### config.mk
export PLATFORM = sky130hd
export DESIGN_NAME = pci_cfg_regs
export DESIGN_NICKNAME = d
export VERILOG_FILES = /design/src/rtl/pci_cfg_pkg.sv /design/src/rtl/pci_cfg_status.sv /design/src/rtl/pci_cfg_misc.sv /design/src/rtl/pci_cfg_bar.sv /design/src/rtl/pci_cfg_regs.sv
export SDC_FILE = /design/constraint.sdc
export NUM_CORES = 1
export LEC_CHECK = 0
export BUFFER_PORTS_ARGS = -buffer_cell sky130_fd_sc_hd__buf_2
export CAP_MARGIN = 20
export CORE_ASPECT_RATIO = 0.7
export CORE_MARGIN = 4
export CORE_UTILIZATION = 44
export CTS_BUF_LIST = sky130_fd_sc_hd__clkbuf_4 sky130_fd_sc_hd__clkbuf_8
export DETAILED_ROUTE_END_ITERATION = 8
export GPL_TIMING_DRIVEN = 0
export HOLD_SLACK_MARGIN = 0.12
export PLACE_DENSITY = 0.75
export SYNTH_ARGS = -nofsm -noshare
export SYNTH_HDL_FRONTEND = slang
export SYNTH_SLANG_ARGS = --single-unit
export TNS_END_PERCENT = 5
### constraint.sdc
create_clock -name clk_i -period 2.4 [get_ports clk_i]
set_input_delay 0.48 -clock clk_i [delete_from_list [all_inputs] [get_ports clk_i]]
set_output_delay 0.48 -clock clk_i [all_outputs]
set_load 0.1 [all_outputs]
### src/rtl/pci_cfg_pkg.sv
package pci_cfg_pkg;
  localparam int DW = 32;
  localparam int BW = DW / 8;
  localparam int N_ERR = 4;
  localparam int STS_LSB = 28;           // error flags live at status bits 15:12

  localparam int IDX_CMDSTS = 1;
  localparam int IDX_MISC   = 3;
  localparam int IDX_BAR    = 4;
  localparam int IDX_BOARD  = 17;

  typedef enum int {
    ERR_TGT_ABORT = 0,
    ERR_MST_ABORT = 1,
    ERR_SERR      = 2,
    ERR_PARITY    = 3
  } err_e;

  function automatic logic [DW-1:0] be_mask(input logic [BW-1:0] be);
    logic [DW-1:0] m;
    for (int b = 0; b < BW; b++) m[b*8 +: 8] = {8{be[b]}};
    return m;
  endfunction
endpackage

### src/rtl/pci_cfg_status.sv
module pci_cfg_status
  import pci_cfg_pkg::*;
#(
  parameter int N = N_ERR
) (
  input  logic         clk_i,
  input  logic         rst_ni,
  input  logic [N-1:0] set_i,
  input  logic [N-1:0] clr_i,
  output logic [N-1:0] sts_o
);
  logic [N-1:0] sts_q;

  for (genvar i = 0; i < N; i++) begin : g_flag
    always_ff @(posedge clk_i or negedge rst_ni) begin
      if (!rst_ni)       sts_q[i] <= 1'b0;
      else if (set_i[i]) sts_q[i] <= 1'b1;   // event beats clear
      else if (clr_i[i]) sts_q[i] <= 1'b0;
    end
  end

  assign sts_o = sts_q;

  p_set_seen_r2: assert property (@(posedge clk_i) disable iff (!rst_ni)
    (set_i != '0) |=> ((sts_q & $past(set_i)) == $past(set_i)));

  p_parity_sets_r3: assert property (@(posedge clk_i) disable iff (!rst_ni)
    set_i[ERR_PARITY] |=> sts_q[ERR_PARITY]);

  p_sticky_r4: assert property (@(posedge clk_i) disable iff (!rst_ni)
    1'b1 |=> (($past(sts_q) & ~$past(clr_i) & ~sts_q) == '0));

  p_no_spurious_r4: assert property (@(posedge clk_i) disable iff (!rst_ni)
    1'b1 |=> ((sts_q & ~$past(sts_q) & ~$past(set_i)) == '0));
endmodule

### src/rtl/pci_cfg_misc.sv
module pci_cfg_misc #(
  parameter int STRAP_W = 8
) (
  input  logic               clk_i,
  input  logic               rst_ni,
  input  logic [STRAP_W-1:0] strap_i,
  input  logic               cmd_wr_i,
  input  logic               cmd_io_i,
  input  logic               cmd_par_i,
  input  logic               cls_wr_i,
  input  logic               lt_wr_i,
  input  logic [7:0]         cls_i,
  input  logic [7:0]         lt_i,
  output logic               io_en_o,
  output logic               par_en_o,
  output logic [7:0]         cls_o,
  output logic [7:0]         lt_o,
  output logic [STRAP_W-1:0] board_o
);
  logic               io_en_q, par_en_q;
  logic [7:0]         cls_q, lt_q;
  logic [STRAP_W-1:0] board_q;

  always_ff @(posedge clk_i or negedge rst_ni) begin
    if (!rst_ni) begin
      io_en_q  <= 1'b0;
      par_en_q <= 1'b0;
      cls_q    <= '0;
      lt_q     <= '0;
    end else begin
      if (cmd_wr_i) begin
        io_en_q  <= cmd_io_i;
        par_en_q <= cmd_par_i;
      end
      if (cls_wr_i) cls_q <= cls_i;
      if (lt_wr_i)  lt_q  <= lt_i;
    end
  end

  // straps sampled on every edge while reset is held, frozen afterwards
  always_ff @(posedge clk_i) begin
    if (!rst_ni) board_q <= strap_i;
  end

  assign io_en_o  = io_en_q;
  assign par_en_o = par_en_q;
  assign cls_o    = cls_q;
  assign lt_o     = lt_q;
  assign board_o  = board_q;

  p_board_hold_r5: assert property (@(posedge clk_i) disable iff (!rst_ni)
    1'b1 |=> $stable(board_q));

  p_misc_hold_r6: assert property (@(posedge clk_i) disable iff (!rst_ni)
    !(cls_wr_i || lt_wr_i) |=> ($stable(cls_q) && $stable(lt_q)));
endmodule

### src/rtl/pci_cfg_bar.sv
module pci_cfg_bar
  import pci_cfg_pkg::*;
#(
  parameter int WIN_LOG2 = 5
) (
  input  logic                  clk_i,
  input  logic                  rst_ni,
  input  logic                  wr_i,
  input  logic [BW-1:0]         be_i,
  input  logic [DW-1:0]         wdata_i,
  input  logic                  io_en_i,
  input  logic                  io_valid_i,
  input  logic [DW-1:2]         io_addr_i,
  output logic [DW-1:0]         bar_o,
  output logic                  hit_o,
  output logic [WIN_LOG2-3:0]   off_o
);
  localparam logic [WIN_LOG2-1:0] LOW_BITS = WIN_LOG2'(1);  // I/O space indicator

  logic [DW-1:WIN_LOG2] base_q;
  logic [DW-1:0]        mask, merged;

  always_comb begin
    mask   = be_mask(be_i);
    merged = ({base_q, {WIN_LOG2{1'b0}}} & ~mask) | (wdata_i & mask);
  end

  always_ff @(posedge clk_i or negedge rst_ni) begin
    if (!rst_ni)   base_q <= '0;
    else if (wr_i) base_q <= merged[DW-1:WIN_LOG2];
  end

  assign bar_o = {base_q, LOW_BITS};
  assign hit_o = io_valid_i && io_en_i && (io_addr_i[DW-1:WIN_LOG2] == base_q);
  assign off_o = io_addr_i[WIN_LOG2-1:2];

  p_hit_needs_enable_r8: assert property (@(posedge clk_i) disable iff (!rst_ni)
    hit_o |-> (io_en_i && io_valid_i));

  p_base_hold_r7: assert property (@(posedge clk_i) disable iff (!rst_ni)
    !wr_i |=> $stable(base_q));
endmodule

### src/rtl/pci_cfg_regs.sv
module pci_cfg_regs
  import pci_cfg_pkg::*;
#(
  parameter int IDX_W    = 6,
  parameter int STRAP_W  = 8,
  parameter int WIN_LOG2 = 5
) (
  input  logic                clk_i,
  input  logic                rst_ni,
  input  logic [IDX_W-1:0]    cfg_idx_i,
  input  logic                cfg_we_i,
  input  logic [3:0]          cfg_be_i,
  input  logic [31:0]         cfg_wdata_i,
  output logic [31:0]         cfg_rdata_o,
  input  logic                ev_target_abort_i,
  input  logic                ev_master_abort_i,
  input  logic                ev_serr_i,
  input  logic                ev_parity_err_i,
  input  logic [STRAP_W-1:0]  strap_i,
  input  logic                io_valid_i,
  input  logic [31:2]         io_addr_i,
  output logic                io_hit_o,
  output logic [WIN_LOG2-3:0] io_dw_off_o
);
  logic sel_cs, sel_misc, sel_bar, sel_board;
  logic [N_ERR-1:0] ev_set, ev_clr, sts;
  logic io_en, par_en;
  logic [7:0] cls, lt;
  logic [STRAP_W-1:0] board;
  logic [DW-1:0] bar;

  assign sel_cs    = cfg_idx_i == IDX_W'(IDX_CMDSTS);
  assign sel_misc  = cfg_idx_i == IDX_W'(IDX_MISC);
  assign sel_bar   = cfg_idx_i == IDX_W'(IDX_BAR);
  assign sel_board = cfg_idx_i == IDX_W'(IDX_BOARD);

  always_comb begin
    ev_set                = '0;
    ev_set[ERR_TGT_ABORT] = ev_target_abort_i;
    ev_set[ERR_MST_ABORT] = ev_master_abort_i;
    ev_set[ERR_SERR]      = ev_serr_i;
    ev_set[ERR_PARITY]    = ev_parity_err_i;   // independent of par_en
    ev_clr = (cfg_we_i && sel_cs && cfg_be_i[3]) ? cfg_wdata_i[STS_LSB +: N_ERR] : '0;
  end

  pci_cfg_status #(.N(N_ERR)) u_status (
    .clk_i (clk_i),
    .rst_ni(rst_ni),
    .set_i (ev_set),
    .clr_i (ev_clr),
    .sts_o (sts)
  );

  pci_cfg_misc #(.STRAP_W(STRAP_W)) u_misc (
    .clk_i    (clk_i),
    .rst_ni   (rst_ni),
    .strap_i  (strap_i),
    .cmd_wr_i (cfg_we_i && sel_cs && cfg_be_i[0]),
    .cmd_io_i (cfg_wdata_i[0]),
    .cmd_par_i(cfg_wdata_i[6]),
    .cls_wr_i (cfg_we_i && sel_misc && cfg_be_i[0]),
    .lt_wr_i  (cfg_we_i && sel_misc && cfg_be_i[1]),
    .cls_i    (cfg_wdata_i[7:0]),
    .lt_i     (cfg_wdata_i[15:8]),
    .io_en_o  (io_en),
    .par_en_o (par_en),
    .cls_o    (cls),
    .lt_o     (lt),
    .board_o  (board)
  );

  pci_cfg_bar #(.WIN_LOG2(WIN_LOG2)) u_bar (
    .clk_i     (clk_i),
    .rst_ni    (rst_ni),
    .wr_i      (cfg_we_i && sel_bar),
    .be_i      (cfg_be_i),
    .wdata_i   (cfg_wdata_i),
    .io_en_i   (io_en),
    .io_valid_i(io_valid_i),
    .io_addr_i (io_addr_i),
    .bar_o     (bar),
    .hit_o     (io_hit_o),
    .off_o     (io_dw_off_o)
  );

  always_comb begin
    cfg_rdata_o = '0;
    if (sel_cs) begin
      cfg_rdata_o[STS_LSB +: N_ERR] = sts;
      cfg_rdata_o[6]                = par_en;
      cfg_rdata_o[0]                = io_en;
    end else if (sel_misc) begin
      cfg_rdata_o[15:0] = {lt, cls};
    end else if (sel_bar) begin
      cfg_rdata_o = bar;
    end else if (sel_board) begin
      cfg_rdata_o[STRAP_W-1:0] = board;
    end
  end

  p_low_bits_r7: assert property (@(posedge clk_i) disable iff (!rst_ni)
    sel_bar |-> (cfg_rdata_o[WIN_LOG2-1:0] == WIN_LOG2'(1)));

  p_board_upper_zero_r5: assert property (@(posedge clk_i) disable iff (!rst_ni)
    sel_board |-> (cfg_rdata_o[31:STRAP_W] == '0));
endmodule

==> run summary, run 1 <==
H-tree Lvls - 3
Reg clk slew, reported paths - 60 ps
Num CTS Buffers - 9
routed vias - 2289
type of the worst setup path - primary input to primary output
Initial Utilization - 45.4%
I/O Pins - 124
RePlAce Congestion - 0.807
layout cells sized above 1 - 66.8%
DRC Markers - 0
Static Leakage - 2.26 nW
Final Hold Fails - 0
CP Launch Type - primary input
port bufs - 119
Core Region - 6220 µm²
syn nets - 307
fin crit share - 104%
Commonest cells post-synth - 49 x dfrtp_1, 45 x mux2_2, 16 x a22o_1, 15 x xor2_1
Critical Path Start - cfg_idx_i[1]
gr ovfl total - 0
syn avg cell area - 12.9 µm²
Synth Flop Type - dfrtp_1
antenna cells - 0
setup violators final - 26
first-pass GRT wire length - 12700 µm
area leader, netlist - dfrtp_1
outcome - complete, but fails checks
largest net degree at the start of global routing - 51
GRT Overall Usage - 21.5%
Yosys reg bits - 57
f_max - 0.401 GHz
Iter 0 DRT Violations - 83
detailed placement HPWL - 5820 µm
CTS Root Cell - clkbuf_8
synthesized area - 2820 µm²
CP max FO - 7
CP Capture Type - primary output
routed len/inst - 18.9 µm
die area - 7780 µm²
clock sink count - 57
initial antenna violation count - 0
yosys warns - 0
DIE HEIGHT - 75.0 µm
HP Class - primary input to asynchronous set/reset pin
Area Growth Syn to Fin - 63.5%
die width - 104 µm
router iterations before antenna repair - 4
Clock Tree Buf Depth - 2
most frequent cell after synthesis - dfrtp_1
Slew headroom - 64.4%
vias in the first global route - 2458
EDFF count, synth - 8
sequential-to-total area share from yosys stat - 51.9%
max-cap viol count - 0
Antenna Nets Post-Route - 0
Final Max Tran Viols - 0
RSZ-0062 raised after global routing - yes
cts hold-fix bufs - 0
Yosys top cell area share - 43.4%
final worst slack - -93.2 ps
Period minus WS final - 2490 ps
arrival time worst endpoint - 2010 ps
Mapped Cells - 219
Worst Tran Pin Value - 534 ps
Final Power - 0.00230 W
clock latency on the worst-skew pair - 330 ps
CTS tree - built
Fillers - 398
Final nets - 447
top post-synthesis cells by area - dfrtp_1 43%, mux2_2 18%, edfxtp_1 8.5%, a22o_1 5.0%, xor2_1 4.7%
fraction of registers with async set/reset - 86.0%
DR vias/cell - 5.18
CP required - 1920 ps
Peak VDD IR - 0.000332 V
P per Cell Area - 497 nW/µm²
post-synthesis cell type count - 32
Post-Route WL - 8340 µm
# rows - 24
violated checks - negative setup slack
skew final - 0 ps
pre-CTS WS - -931 ps
[layout make-up]
cell class                      instances  area (µm²)  share of cell area [%]
Tap cell                               78        97.6                    2.11
Timing Repair Buffer                  130        1230                    26.7
Clock buffer                           13         173                    3.74
Multi-Input combinational cell        144        1520                    32.8
Buffer                                  9        88.8                    1.92
Sequential cell                        57        1470                    31.8
Clock inverter                          3        15.0                   0.325
Inverter                                8        30.0                   0.650
[path summary, 6_finish.rpt]
| path | slack, ps | to | cells after the start |
|---|---|---|---|
| worst min-delay path | 120 | u_status.sts_o[2] | 1 |
| min in group clk_i | 320 | u_misc.board_o[1] | 1 |
| worst min register to register | 510 | u_misc.cls_o[6] | 1 |
| worst max-delay path | -90 | cfg_rdata_o[6] | 8 |
| worst max register to register | 1570 | flip-flop | 1 |
| max in group asynchronous | 1730 | asynchronous set/reset pin | 2 |
[per-layer routing]
metal  share of wire (%)  wire (µm)  GRT usage (%)  vias up
met4                0.74         62           5.75        0
met5                   0          0              0        -
met1                  46       3870           28.0     1104
met3                 7.6        633           7.37        6
met2                  45       3780           35.1      100
li1                    -          -              -     1079
[stage by stage]
stage | TNS (ps) | instances | hold WS, ps | util (%) | instance area, µm²
floorplan | -8010 | 219 | 184 | - | 3000
global placement | -23530 | 416 | 488 | 59.5 | 3700
detailed placement | -23910 | 416 | 497 | 59.5 | 3700
CTS | -1640 | 439 | 301 | 72.7 | 4520
global route | -2140 | 442 | 144 | 74.3 | 4620
finish | -773 | 442 | 123 | 74.3 | 4620
[cells in the final DEF (no fill, tap or decap), types with 2 or more instances in the layout]
cell       n
a21oi_4    2
nand4_1    4
inv_2      2
buf_2     82
nor4b_4    3
clkbuf_8  12
mux2_2    45
nand3_4    2
a22o_1     2
and2_2     2
and3_1     3
a31oi_1    4
buf_6     12
clkinv_2   3
a22o_4    13
a222oi_1   2
nand2b_1   2
dfrtp_1   49
nor2_1     5
edfxtp_1   8
and2_4    10
inv_1      6
nand3_1    3
nor4_1     2
buf_12    33
xor2_1    15
buf_4      9
xnor2_1   12
nor4_2     2
[repair_timing]
| action | in CTS | in global routing |
|---|---|---|
| gates cloned | 1 | 0 |
| resized for setup | 153 | 17 |
| endpoints found under the hold margin | 0 | 0 |
| setup endpoints to repair | 33 | 33 |
| pin swaps | 15 | 6 |
| setup buffers | 6 | 3 |
[cells by family after synthesis]
group                  Yosys count  share of synthesized area (%)
XOR/XNOR                        27                           8.37
multiplexers                    45                           17.9
flip-flops                      57                           51.9
buffers and inverters           18                           2.97
AND/OR/NAND/NOR                 45                           11.1
AO/OA/AOI/OAI                   27                           7.71
[critical path: stages]
cell,delay (ps)
buf_6,110
or3_4,400
nor4b_4,260
buf_6,200
buf_12,130
a21oi_2,70
a21oi_4,160
buf_12,190
[where the power goes]
part | internal, W | switching, W | total (W)
registers | 0.00105 | 0.0000615 | 0.00112
logic | 0.000171 | 0.000172 | 0.000343
clock network | 0.000465 | 0.000372 | 0.000837
Power figures use the tool's default switching activity.
==> run 2, diff against run 1 <==
- ABC_AREA: unset -> 1
- CAP_MARGIN: 20 -> 10
- CORE_UTILIZATION: 44 -> 46
- PLACE_DENSITY: 0.75 -> 0.76
==> run summary, run 2 <==
gr ovfl total - 0 (unchanged)
Switching Fraction - 28.0% (was 26.4%)
Post-Synth Adder-Cell Area - 0% (unchanged)
postcts setup bufs - 0 (was 6)
Layout Cells excl Fill - 686 (was 442)
Iter 0 DRT Violations - 167 (was 83)
fin crit share - 96.3% (was 104%)
Final Hold Fails - 0 (unchanged)
Period minus WS final - 2310 ps (was 2490 ps)
syn nets - 544 (was 307)
GRT Overall Usage - 22.3% (was 21.5%)
router iterations before antenna repair - 4 (unchanged)
most frequent cells in the layout - 196 x nand2_1, 101 x buf_2, 76 x inv_1 (was 82 x buf_2, 49 x dfrtp_1, 45 x mux2_2)
I/O Pins - 124 (unchanged)
pre-CTS WS - -216 ps (was -931 ps)
Core Region - 6790 µm² (was 6220 µm²)
CP Launch Type - primary input (unchanged)
critical path cell sequence - buf_2 > nor2_4 > nand3_2 > clkinvlp_4 > buf_4 > nand2_1 > o21ai_1 > buf_6 (was buf_6 > or3_4 > nor4b_4 > buf_6 > buf_12 > a21oi_2 > a21oi_4 > buf_12)
placed inst area - 3960 µm² (was 3700 µm²)
fraction of the mapped netlist area in compound gates - 8.01% (was 7.71%)
multiplexer area fraction after synthesis - 0% (was 17.9%)
f_max - 0.433 GHz (was 0.401 GHz)
syn avg cell area - 7.06 µm² (was 12.9 µm²)
largest family of logic cells by synthesized area - simple AND/OR/NAND/NOR gates (was multiplexers)
arrival time worst endpoint - 1830 ps (was 2010 ps)
vias in the first global route - 3003 (was 2458)
Yosys top cell area share - 38.1% (was 43.4%)
layout cells sized above 1 - 29.6% (was 66.8%)
top post-synthesis cells by area - dfrtp_1 38%, nand2_1 23%, inv_1 9.1%, edfxtp_1 7.5%, nor2_1 3.8% (was dfrtp_1 43%, mux2_2 18%, edfxtp_1 8.5%, a22o_1 5.0%, xor2_1 4.7%)
clock latency on the worst-skew pair - 330 ps (about the same)
DIE HEIGHT - 78.0 µm (was 75.0 µm)
slowest stage delay, CP - 270 ps (was 400 ps)
Static Leakage - 2.38 nW (was 2.26 nW)
routed vias - 3228 (was 2289)
Synth Flop Type - dfrtp_1 (unchanged)
most common cell after layout, fill and taps aside - nand2_1 (was buf_2)
skew final - 0 ps (unchanged)
fraction of registers with async set/reset - 86.0% (unchanged)
type of the worst setup path - primary input to primary output (unchanged)
outcome - finished clean (was complete, but fails checks)
RSZ-0062 raised after global routing - no (was yes)
P per Cell Area - 541 nW/µm² (was 497 nW/µm²)
RePlAce Congestion - 0.844 (was 0.807)
CP max FO - 10 (was 7)
Worst Tran Pin Value - 501 ps (was 534 ps)
DRC Markers - 0 (unchanged)
Reg clk slew, reported paths - 70 ps (was 60 ps)
clock sink count - 57 (unchanged)
DR vias/cell - 4.71 (was 5.18)
die area - 8420 µm² (was 7780 µm²)
Fillers - 660 (was 398)
Internal - 0.00165 W (was 0.00169 W)
Final nets - 675 (was 447)
design area - 4250 µm² (was 4620 µm²)
H-tree Lvls - 3 (unchanged)
detailed placement HPWL - 6910 µm (was 5820 µm)
HP Class - primary input to flip-flop (was primary input to asynchronous set/reset pin)
CTS Root Cell - clkbuf_8 (unchanged)
Final Max Tran Viols - 0 (unchanged)
most frequent cell after synthesis - nand2_1 (was dfrtp_1)
routed len/inst - 13.2 µm (was 18.9 µm)
area leader, netlist - dfrtp_1 (unchanged)
sequential power share - 48.0% (was 48.6%)
Post-Route WL - 9050 µm (was 8340 µm)
max-cap viol count - 0 (unchanged)
CTS tree - built (unchanged)
# rows - 25 (was 24)
Area Growth Syn to Fin - 32.0% (was 63.5%)
Yosys reg bits - 57 (unchanged)
antenna cells - 0 (unchanged)
Num CTS Buffers - 9 (unchanged)
Hold Slack - 320 ps (was 123 ps)
yosys warns - 0 (unchanged)
port bufs - 118 (was 119)
Antenna Nets Post-Route - 0 (unchanged)
Crit-path slowest cell - buf_6 (was or3_4)
Peak VDD IR - 0.000368 V (was 0.000332 V)
Gate power share - 15.5% (was 14.9%)
Simple-Gate Fraction of Synth Area - 33.7% (was 11.1%)
Mapped Cells - 456 (was 219)
CP Capture Type - primary output (unchanged)
largest net degree at the start of global routing - 51 (unchanged)
synthesized area - 3220 µm² (was 2820 µm²)
first-pass GRT wire length - 14600 µm (was 12700 µm)
Psw - 0.000642 W (was 0.000605 W)
CP required - 1920 ps (about the same)
final worst slack - 89.3 ps (was -93.2 ps)
sequential-to-total area share from yosys stat - 45.6% (was 51.9%)
hold depth - 1
clock share of power - 36.5% (was 36.4%)
post-synthesis cell type count - 23 (was 32)
Layout Utilization - 62.6% (was 74.3%)
initial antenna violation count - 0 (unchanged)
Initial Utilization - 47.4% (was 45.4%)
EDFF count, synth - 8 (unchanged)
setup violators final - 0 (was 26)
die width - 108 µm (was 104 µm)
XOR/XNOR share of the synthesized area - 0.544% (was 8.37%)
Clock Tree Buf Depth - 2 (unchanged)
Cells after DPL - 668 (was 416)
Slew headroom - 66.6% (was 64.4%)
Commonest cells post-synth - 196 x nand2_1, 78 x inv_1, 49 x dfrtp_1, 33 x nor2_1, 24 x nand3_1 (was 49 x dfrtp_1, 45 x mux2_2, 16 x a22o_1, 15 x xor2_1)
R2R depth - 2 (was 1)
==> run 2: cell types whose count changed after synthesis, sizes merged, moves of 4 or more <==
cell / delta
nand2: +200
nand3: +21
inv: +70
a31oi: -4
o21ai: +35
xnor2: -10
nor2: +30
and2: -12
nor4: -5
xor2: -15
a22o: -14
mux2: -45
==> run 2: timing repair <==
item | in CTS | in global routing
hold buffers | 0 | 1
resized for setup | 14 | 11
cloned | 0 | 0
hold endpoints to repair | 0 | 6
setup endpoints to repair | 14 | 19
==> run 2: layout make-up <==
| class | count | area (µm²) | share of cell area (%) |
|---|---|---|---|
| Sequential cell | 57 | 1470 | 34.5 |
| Multi-Input combinational cell | 308 | 1390 | 32.8 |
| Timing Repair Buffer | 120 | 676 | 15.9 |
| Inverter | 78 | 297 | 6.98 |
| Clock buffer | 13 | 173 | 4.07 |
| Tap cell | 94 | 118 | 2.77 |
| Buffer | 13 | 110 | 2.59 |
| Clock inverter | 3 | 15.0 | 0.354 |
==> run 2: path summary, 6_finish.rpt <==
check | slack (ps) | from | end
max reg2reg | 1710 | flip-flop | flip-flop
max in group asynchronous | 1200 | rst_ni | asynchronous set/reset pin
min reg2reg | 480 | u_misc.cls_o[3] | u_misc.cls_o[3]
min in group asynchronous | 650 | rst_ni | u_misc.io_en_o
max | 90 | cfg_idx_i[5] | cfg_rdata_o[13]
min | 320 | strap_i[2] | u_misc.board_o[2]
==> run 2: cells by family after synthesis <==
group                  after synthesis
AO/OA/AOI/OAI                       40
XOR/XNOR                             2
flip-flops                          57
AND/OR/NAND/NOR                    266
buffers and inverters               91
==> run 2: stage by stage <==
step	setup TNS (ps)	power [W]
floorplan	-7520	0.00132
global route	0	0.00241
finish	0	0.00230
global placement	-1660	0.00145
detailed placement	-1900	0.00147
CTS	0	0.00231
==> run 2: power by group through the flow <==
stage	combinational (W)	clock (W)	sequential, W
floorplan	0.000212	0	0.00111
global placement	0.000340	0	0.00111
detailed placement	0.000348	0	0.00112
CTS	0.000352	0.000855	0.00110
global route	0.000407	0.000897	0.00111
finish	0.000356	0.000838	0.00110
==> run 2: worst max-delay path: cells and delay by family <==
family	cells	cell delay, ps
buffers and inverters	4	800
and+or+nand+nor	3	380
AOI/OAI and AO/OA	1	160
==> run 2: per-layer routing <==
| layer | track usage, % | vias to the layer above | part of all wire (%) |
|---|---|---|---|
| met2 | 34.2 | 108 | 45 |
| met5 | 0 | - | 0 |
| met3 | 5.82 | 4 | 6.3 |
| met4 | 4.92 | 0 | 0.40 |
| met1 | 31.9 | 1479 | 48 |
| li1 | - | 1637 | - |
==> run 3, diff against run 2 <==
- REMOVE_ABC_BUFFERS: unset -> 1
==> run summary, run 3 (synthesized netlist as in run 2, its figures left out) <==
vias in the first global route - 3008 (was 3003)
Static Leakage - 2.31 nW (was 2.38 nW)
Layout Utilization - 60.4% (was 62.6%)
RePlAce Congestion - 0.829 (was 0.844)
DRC Markers - 0 (unchanged)
clock sink count - 57 (unchanged)
most common cell after layout, fill and taps aside - nand2_1 (unchanged)
Core Region - 6790 µm² (unchanged)
Period minus WS final - 2330 ps (was 2310 ps)
CTS Root Cell - clkbuf_8 (unchanged)
clock latency on the worst-skew pair - 330 ps (about the same)
setup violators final - 0 (unchanged)
f_max - 0.429 GHz (was 0.433 GHz)
GRT Overall Usage - 21.0% (was 22.3%)
max-cap viol count - 0 (unchanged)
Num CTS Buffers - 9 (unchanged)
antenna cells - 0 (unchanged)
skew final - 0 ps (unchanged)
Final Max Tran Viols - 0 (unchanged)
Crit-path slowest cell - clkbuf_4 (was buf_6)
die width - 108 µm (unchanged)
critical path cell sequence - buf_2 > nor2_1 > nand3_4 > o21ai_0 > clkbuf_4 (was buf_2 > nor2_4 > nand3_2 > clkinvlp_4 > buf_4 > nand2_1 > o21ai_1 > buf_6)
H-tree Lvls - 3 (unchanged)
layout cells sized above 1 - 27.4% (was 29.6%)
Reg clk slew, reported paths - 60 ps (was 70 ps)
die area - 8420 µm² (unchanged)
Post-Route WL - 8530 µm (was 9050 µm)
most frequent cells in the layout - 196 x nand2_1, 97 x buf_2, 76 x inv_1 (was 196 x nand2_1, 101 x buf_2, 76 x inv_1)
placed inst area - 3820 µm² (was 3960 µm²)
routed vias - 3146 (was 3228)
Initial Utilization - 47.4% (unchanged)
Worst Tran Pin Value - 527 ps (was 501 ps)
# rows - 25 (unchanged)
largest net degree at the start of global routing - 51 (unchanged)
DIE HEIGHT - 78.0 µm (unchanged)
type of the worst setup path - primary input to primary output (unchanged)
CP Launch Type - primary input (unchanged)
Clock Tree Buf Depth - 2 (unchanged)
router iterations before antenna repair - 4 (unchanged)
Final Hold Fails - 0 (unchanged)
Area Growth Syn to Fin - 27.5% (was 32.0%)
slowest stage delay, CP - 390 ps (was 270 ps)
initial antenna violation count - 1 (was 0)
HP Class - primary input to flip-flop (unchanged)
first-pass GRT wire length - 13800 µm (was 14600 µm)
postcts setup bufs - 0 (unchanged)
Slew headroom - 64.8% (was 66.6%)
DR vias/cell - 4.69 (was 4.71)
final worst slack - 66.4 ps (was 89.3 ps)
CP required - 1920 ps (about the same)
Hold Slack - 316 ps (was 320 ps)
RSZ-0062 raised after global routing - no (unchanged)
fin crit share - 97.2% (was 96.3%)
gr ovfl total - 0 (unchanged)
port bufs - 117 (was 118)
CP Capture Type - primary output (unchanged)
arrival time worst endpoint - 1850 ps (was 1830 ps)
Antenna Nets Post-Route - 0 (unchanged)
Peak VDD IR - 0.000366 V (was 0.000368 V)
Cells after DPL - 654 (was 668)
I/O Pins - 124 (unchanged)
CTS tree - built (unchanged)
routed len/inst - 12.7 µm (was 13.2 µm)
CP max FO - 26 (was 10)
Iter 0 DRT Violations - 178 (was 167)
Final nets - 661 (was 675)
P per Cell Area - 545 nW/µm² (was 541 nW/µm²)
detailed placement HPWL - 6510 µm (was 6910 µm)
Layout Cells excl Fill - 671 (was 686)
pre-CTS WS - -303 ps (was -216 ps)
outcome - finished clean (unchanged)
design area - 4100 µm² (was 4250 µm²)
==> run 3: changes by cell type in the layout (fill, tap and decap cells not counted), sizes merged <==
cell | previous run | this run
buf | 122 | 107
clkinv | 3 | 0
clkbuf | 23 | 26
==> run 3: layout make-up <==
| cell class | count | area [µm²] |
|---|---|---|
| Tap cell | 94 | 118 |
| Fill cell | 647 | 2690 |
| Inverter | 78 | 297 |
| Multi-Input combinational cell | 308 | 1380 |
| Sequential cell | 57 | 1470 |
| Timing Repair Buffer | 119 | 666 |
| Clock buffer | 15 | 181 |
==> run 3: power by group <==
part	leakage, nW	total [W]	internal (W)	switching, W
clock network	0.0975	0.000817	0.000472	0.000345
registers	0.726	0.00110	0.00105	0.0000468
logic	1.48	0.000319	0.000127	0.000192
total	2.31	0.00224	0.00165	0.000584
==> run 3: through the flow <==
| stage | power, W | TNS [ps] |
|---|---|---|
| 2_1_floorplan | 0.00128 | -17600 |
| 3_3_place_gp | 0.00142 | -5900 |
| 3_5_place_dp | 0.00143 | -7620 |
| 4_1_cts | 0.00226 | 0 |
| 5_1_grt | 0.00236 | 0 |
| 6_report | 0.00224 | 0 |
==> run 3: timing repair <==
item                       CTS  global route
gates cloned                 0             0
hold endpoints to repair     0            18
hold buffers                 0             1
pin swaps                    0             1
setup endpoints to repair   32            17
resized for setup            9            18
==> run 3: layer usage <==
layer  vias up  share of wire, %  track usage [%]
met5         -              0.14                0
met4         2              0.63             4.16
met3         6               8.6             6.82
met2       101                45             33.1
met1      1424                45             28.4
li1       1613                 -                -
==> run 3: worst max-delay path, delay by kind of cell <==
kind	cells	cell delay, ps
AOI/OAI and AO/OA	1	340
and+or+nand+nor	2	510
buffers and inverters	2	500
==> run 3: final timing paths <==
check,from,to,slack (ps),cells after the start
setup / recovery,cfg_idx_i[1],cfg_rdata_o[14],70,5
hold / removal,strap_i[4],u_misc.board_o[4],320,1
setup reg to reg,flip-flop,flip-flop,1710,2
hold reg to reg,u_status.sts_o[3],u_status.sts_o[3],470,2
max in group asynchronous,rst_ni,asynchronous set/reset pin,1250,3
min in group asynchronous,rst_ni,asynchronous set/reset pin,630,2
